--- config.mk ---
export PLATFORM = sky130hd
export DESIGN_NAME = sadma_chan
export DESIGN_NICKNAME = d
export VERILOG_FILES = /design/src/rtl/sadma_chan.sv
export SDC_FILE = /design/constraint.sdc
export NUM_CORES = 1
export LEC_CHECK = 0
export BUFFER_PORTS_ARGS = -buffer_cell sky130_fd_sc_hd__buf_4
export CAP_MARGIN = 20
export CORE_MARGIN = 2
export CORE_UTILIZATION = 50
export CTS_CLUSTER_SIZE = 20
export DETAILED_ROUTE_END_ITERATION = 16
export PLACE_DENSITY_LB_ADDON = 0.25
export SYNTH_ARGS = -nofsm -noshare
export SYNTH_HDL_FRONTEND = slang
export SYNTH_SLANG_ARGS = --single-unit
--- constraint.sdc ---
create_clock -name clk -period 5.7 [get_ports clk]
set_input_delay 0.855 -clock clk [delete_from_list [all_inputs] [get_ports clk]]
set_output_delay 0.855 -clock clk [all_outputs]
set_load 0.03 [all_outputs]
--- src/rtl/sadma_chan.sv ---
module sadma_chan #(
  parameter int AW = 32,
  parameter int CW = 16
) (
  input  logic          clk,
  input  logic          rst_n,
  input  logic          reg_wr,
  input  logic [2:0]    reg_addr,
  input  logic [31:0]   reg_wdata,
  output logic [31:0]   reg_rdata,
  output logic          irq,
  input  logic          req_n,
  output logic          ack_n,
  output logic          mem_req,
  output logic          mem_we,
  output logic [1:0]    mem_size,
  output logic [AW-1:0] mem_addr,
  input  logic          mem_rdy
);
  localparam logic [1:0] DIR_M2D = 2'b01;
  localparam logic [1:0] DIR_D2M = 2'b10;

  logic [AW-1:0] src, dst;
  logic [CW-1:0] cnt;
  logic          run_g;
  logic          c_en, c_done, c_ie, c_auto, c_sinc, c_dinc;
  logic [1:0]    c_size, c_dir;
  logic [3:0]    c_ack, hc;
  logic          busy;

  logic          dir_ok, go, fin;
  logic [AW-1:0] step;

  assign dir_ok   = (c_dir == DIR_M2D) || (c_dir == DIR_D2M);
  assign go       = run_g && c_en && !c_done && dir_ok;
  assign fin      = busy && (hc >= c_ack) && mem_rdy;
  assign step     = (c_size == 2'b00) ? AW'(1) : (c_size == 2'b01) ? AW'(2) : AW'(4);

  assign mem_req  = busy;
  assign ack_n    = !busy;
  assign mem_we   = busy && (c_dir == DIR_D2M);
  assign mem_size = c_size;
  assign mem_addr = (c_dir == DIR_D2M) ? dst : src;
  assign irq      = c_done && c_ie;

  always_comb begin
    case (reg_addr)
      3'd0:    reg_rdata = 32'(src);
      3'd1:    reg_rdata = 32'(dst);
      3'd2:    reg_rdata = 32'(cnt);
      3'd3:    reg_rdata = {18'b0, c_ack, c_dir, c_dinc, c_sinc, c_size, c_auto, c_ie, c_done, c_en};
      3'd4:    reg_rdata = {31'b0, run_g};
      default: reg_rdata = 32'b0;
    endcase
  end

  always_ff @(posedge clk or negedge rst_n) begin
    if (!rst_n) begin
      src <= '0; dst <= '0; cnt <= '0; run_g <= 1'b0;
      c_en <= 1'b0; c_done <= 1'b0; c_ie <= 1'b0; c_auto <= 1'b0;
      c_sinc <= 1'b0; c_dinc <= 1'b0; c_size <= '0; c_dir <= '0; c_ack <= '0;
      hc <= '0; busy <= 1'b0;
    end else begin
      if (reg_wr) begin
        case (reg_addr)
          3'd0: if (!busy) src <= reg_wdata[AW-1:0];
          3'd1: if (!busy) dst <= reg_wdata[AW-1:0];
          3'd2: if (!busy) cnt <= reg_wdata[CW-1:0];
          3'd3: begin
            c_en   <= reg_wdata[0];
            if (reg_wdata[1]) c_done <= 1'b0;
            c_ie   <= reg_wdata[2];
            c_auto <= reg_wdata[3];
            c_size <= reg_wdata[5:4];
            c_sinc <= reg_wdata[6];
            c_dinc <= reg_wdata[7];
            c_dir  <= reg_wdata[9:8];
            c_ack  <= reg_wdata[13:10];
          end
          3'd4: run_g <= reg_wdata[0];
          default: ;
        endcase
      end
      if (!busy) begin
        if (go) begin
          if (cnt == '0) c_done <= 1'b1;
          else if (c_auto || !req_n) begin
            busy <= 1'b1;
            hc   <= '0;
          end
        end
      end else if (fin) begin
        busy <= 1'b0;
        cnt  <= cnt - 1'b1;
        if (c_sinc) src <= src + step;
        if (c_dinc) dst <= dst + step;
      end else if (hc < c_ack) begin
        hc <= hc + 1'b1;
      end
    end
  end


  start_gate_chk: assert property (@(posedge clk) disable iff (!rst_n)
    $rose(mem_req) |-> $past(run_g && c_en && dir_ok));

  req_gate_chk: assert property (@(posedge clk) disable iff (!rst_n)
    $rose(mem_req) |-> $past(c_auto || !req_n));

  hold_len_chk: assert property (@(posedge clk) disable iff (!rst_n)
    $fell(mem_req) |-> ($past(mem_rdy) && ($past(hc) >= $past(c_ack))));

  count_dec_chk: assert property (@(posedge clk) disable iff (!rst_n)
    $fell(mem_req) |-> (cnt == $past(cnt) - 1'b1));

  done_block_chk: assert property (@(posedge clk) disable iff (!rst_n)
    (c_done && !mem_req) |=> !mem_req);

  ack_pair_chk: assert property (@(posedge clk) disable iff (!rst_n)
    mem_req |-> (!ack_n && $stable(mem_addr) || $rose(mem_req)));
endmodule

==> run_results.csv <==
group,metric,value,unit
outcome,status,"complete, no violations",
logic_synthesis,synth_flop_cell,"dfrtp_1",
clocking,cts_tree,"done",
floorplanning,dieHeight,126,um
power_and_ir_drop,leakage,0.00347,uW
floorplanning,core,0.0146,sq mm
sta,worstMarginPinSlew,1100,ps
floorplanning,ioPinCount,110,
clocking,clkSlewWorstSetupHoldPaths,70,ps
clocking,post_cts_buffers,0,
floorplanning,chipWidth,126,um
worst_setup_path,crit_path_max_fanout,20,
worst_setup_path,r2r_cells,6,
worst_setup_path,crit_path_end_kind,"output pin",
sta,fin_ws,2230,ps
worst_setup_path,worstSetupPathType,"in -> out",
sta,relSlewSlack,26.8,%
worst_setup_path,required,4850,ps
routing,first_pass_iters,6,
logic_synthesis,async_flop_share,100,%
floorplanning,initial_utilization,51.3,%
sta,max_freq,288,MHz
cells_and_area,drive_gt1_share,26.5,%
clocking,clock_latency,360,ps
sta,slew_viol_final,0,
routing,wl_met3,2540,um
power_and_ir_drop,power.density,511,mW/mm^2
grt,antenna_found_initial,0,
floorplanning,rows,44,
routing,vias,7402,
cells_and_area,area_delta_synth_final,15.7,%
sta,hold_violations,0,
cells_and_area,num-fill-cells,1279,
logic_synthesis,syn_avg_cell_area,9.16,sq um
logic_synthesis,ys_warn_count,0,
clocking,cts_root_buf,"clkbuf_16",
sta,setup_viol,0,
grt,track_usage,32.0,%
sta,clock_skew,7.48,ps
routing,routed-wl-met2,11900,um
placement,place.gp.congestion,0.909,
sta,setup_tns,0,ps
clocking,clock_sinks,100,
sta,period_minus_slack,3470,ps
logic_synthesis,synth_top_area_cell,"dfrtp_1",
grt,gr-total-overflow,0,
grt,grt_max_degree,62,
placement,dpl.hpwl,18400,um
power_and_ir_drop,irDropWorstVdd,0.266,mV
routing,wirelength,25700,um
worst_setup_path,startpoint_type,"primary input",
routing,dr.max_layer_used,"met4",
worst_setup_path,crit_arrival,2610,ps
routing,viasPerCell,6.87,
logic_synthesis,yosys.area.top_type_share,33.4,%
placement,place_ws,2210,ps
routing,wl_per_cell,23.8,um
logic_synthesis,syn_inst,817,
clocking,cts.htree.levels,3,
cells_and_area,antenna_cells,0,
sta,grt_setup_unrepaired,"no",
cells_and_area,nets,944,
routing,ant_nets,0,
grt,grt_pass1_vias,6969,
clocking,clockBufferDepth,2,
clocking,cts_made_buffers,9,
sta,finalCritPeriodShare,60.8,%
clocking,ctsResizeCount,0,
placement,portBuffers,109,
logic_synthesis,synth_area,0.00749,sq mm
hold_path,hold_path_class,"in -> async",
floorplanning,dieArea,0.0160,sq mm
logic_synthesis,synth-seq-area-share,33.4,%
cells_and_area,post-route-util,59.4,%
logic_synthesis,synth-seq-cells,100,
logic_synthesis,synth_edf_count,0,
job,cap_violations,0,
grt,grt_pass1_wl,40200,um
logic_synthesis,synth_nets,871,
routing,routedLengthMet1,10600,um
clocking,cts_hold_buffers,0,
logic_synthesis,synth.area.top_cells,"dfrtp_1, mux2_2, nor2_1",
routing,drc,0,
routing,drtIter0Drc,719,
logic_synthesis,ys_types,82,
[critical path: stages]
cell and delay (ps):
buf_4 160, nor3b_4 810, buf_4 360, a22o_1 160, a221o_1 100, buf_4 160
[flip-flops by register name, indices dropped and copies added, names as in the netlist]
name	flops
c_ack	4
src	32
run_g	1
hc	4
c_auto	1
c_dinc	1
c_sinc	1
cnt	16
c_dir	2
mem_req	1
c_ie	1
dst	32
mem_size	2
c_en	1
c_done	1
[synthesized netlist by cell type, types with 5 or more instances]
master,n
nand4_1,24
nand2_1,49
nand2b_1,8
a31o_2,5
o2bb2ai_1,5
mux2i_1,27
nor3_1,20
nor3b_1,6
a311oi_1,14
nor4_1,10
clkbuf_1,27
a221oi_1,7
o32ai_1,5
or3_1,6
inv_1,25
a21oi_1,25
and2_1,14
ha_1,14
xnor2_1,5
a221o_1,15
a22o_1,28
and4_1,12
and3_1,19
buf_1,5
o211ai_1,5
o21ai_0,9
nor2_1,87
o221a_2,14
buf_2,23
dfrtp_1,100
a31oi_1,14
nand3_1,34
a211oi_1,24
mux2_2,53
[per-layer routing]
metal | GRT usage, % | vias to the layer above
met3 | 5.53 | 50
met4 | 11.1 | 0
met2 | 50.4 | 433
met1 | 44.8 | 3617
met5 | 0 | -
li1 | - | 3302
[area by class of cell]
cell class | count | area [sq um] | share of cell area [%]
Timing Repair Buffer | 124 | 955 | 11.0
Sequential cell | 100 | 2500 | 28.9
Clock buffer | 13 | 250 | 2.89
Tap cell | 184 | 230 | 2.66
Multi-Input combinational cell | 629 | 4590 | 53.0
Inverter | 26 | 97.6 | 1.13
Clock inverter | 2 | 35.0 | 0.405
[final timing paths]
path                             start           end  slack (ps)
min in group clk                 hc[3]         hc[3]         520
setup reg to reg                 hc[1]       dst[18]        2710
max in group asynchronous        rst_n         hc[1]        3990
setup / recovery           reg_addr[2]  reg_rdata[1]        2230
hold reg to reg                  hc[3]         hc[3]         520
hold / removal                   rst_n       src[31]         490
[stage by stage]
step	total power [uW]	cell area, sq um	hold WS (ps)	std cells
5_1_grt	4650	8660	528	1078
3_3_place_gp	3710	8330	478	1060
6_report	4430	8660	486	1078
3_5_place_dp	3740	8340	503	1061
4_1_cts	4380	8620	503	1076
2_1_floorplan	2980	7490	449	817
[power breakdown]
| group | total [uW] | internal (uW) | leakage (uW) | switching, uW |
|---|---|---|---|---|
| Sequential | 1590 | 1020 | 0.00114 | 572 |
| Clock | 626 | 350 | 0.000140 | 276 |
| Combinational | 2210 | 926 | 0.00219 | 1290 |
[logic make-up (layout without fill, tap and decap cells)]
group	count (synthesis)	in the layout	share of synthesized area, %
and+or+nand+nor	321	321	23.6
AOI/OAI and AO/OA	209	209	23.0
DFF	100	100	33.4
buffers and inverters	88	165	5.51
muxes	80	80	11.6
adders and majority gates	14	14	2.34
xor gates and xnor gates	5	5	0.585
[placed cells by master (no fill, tap or decap), types with 6 or more instances in the layout]
cell	n
a31oi_1	14
and3_1	19
nand4_1	24
nor4_1	10
a21oi_1	25
and2_1	14
nand2_1	49
a221o_1	15
mux2_2	53
a22o_1	28
nor2_1	87
clkbuf_16	9
a221oi_1	7
nor3_1	20
inv_1	25
o21ai_0	9
nand3_1	34
or3_1	6
buf_4	122
nand2b_1	8
a311oi_1	14
a211oi_1	24
nor3b_1	6
and4_1	12
ha_1	14
o221a_2	14
dfrtp_1	100
mux2i_1	27
Note: power is estimated with default switching activity, not from simulation.
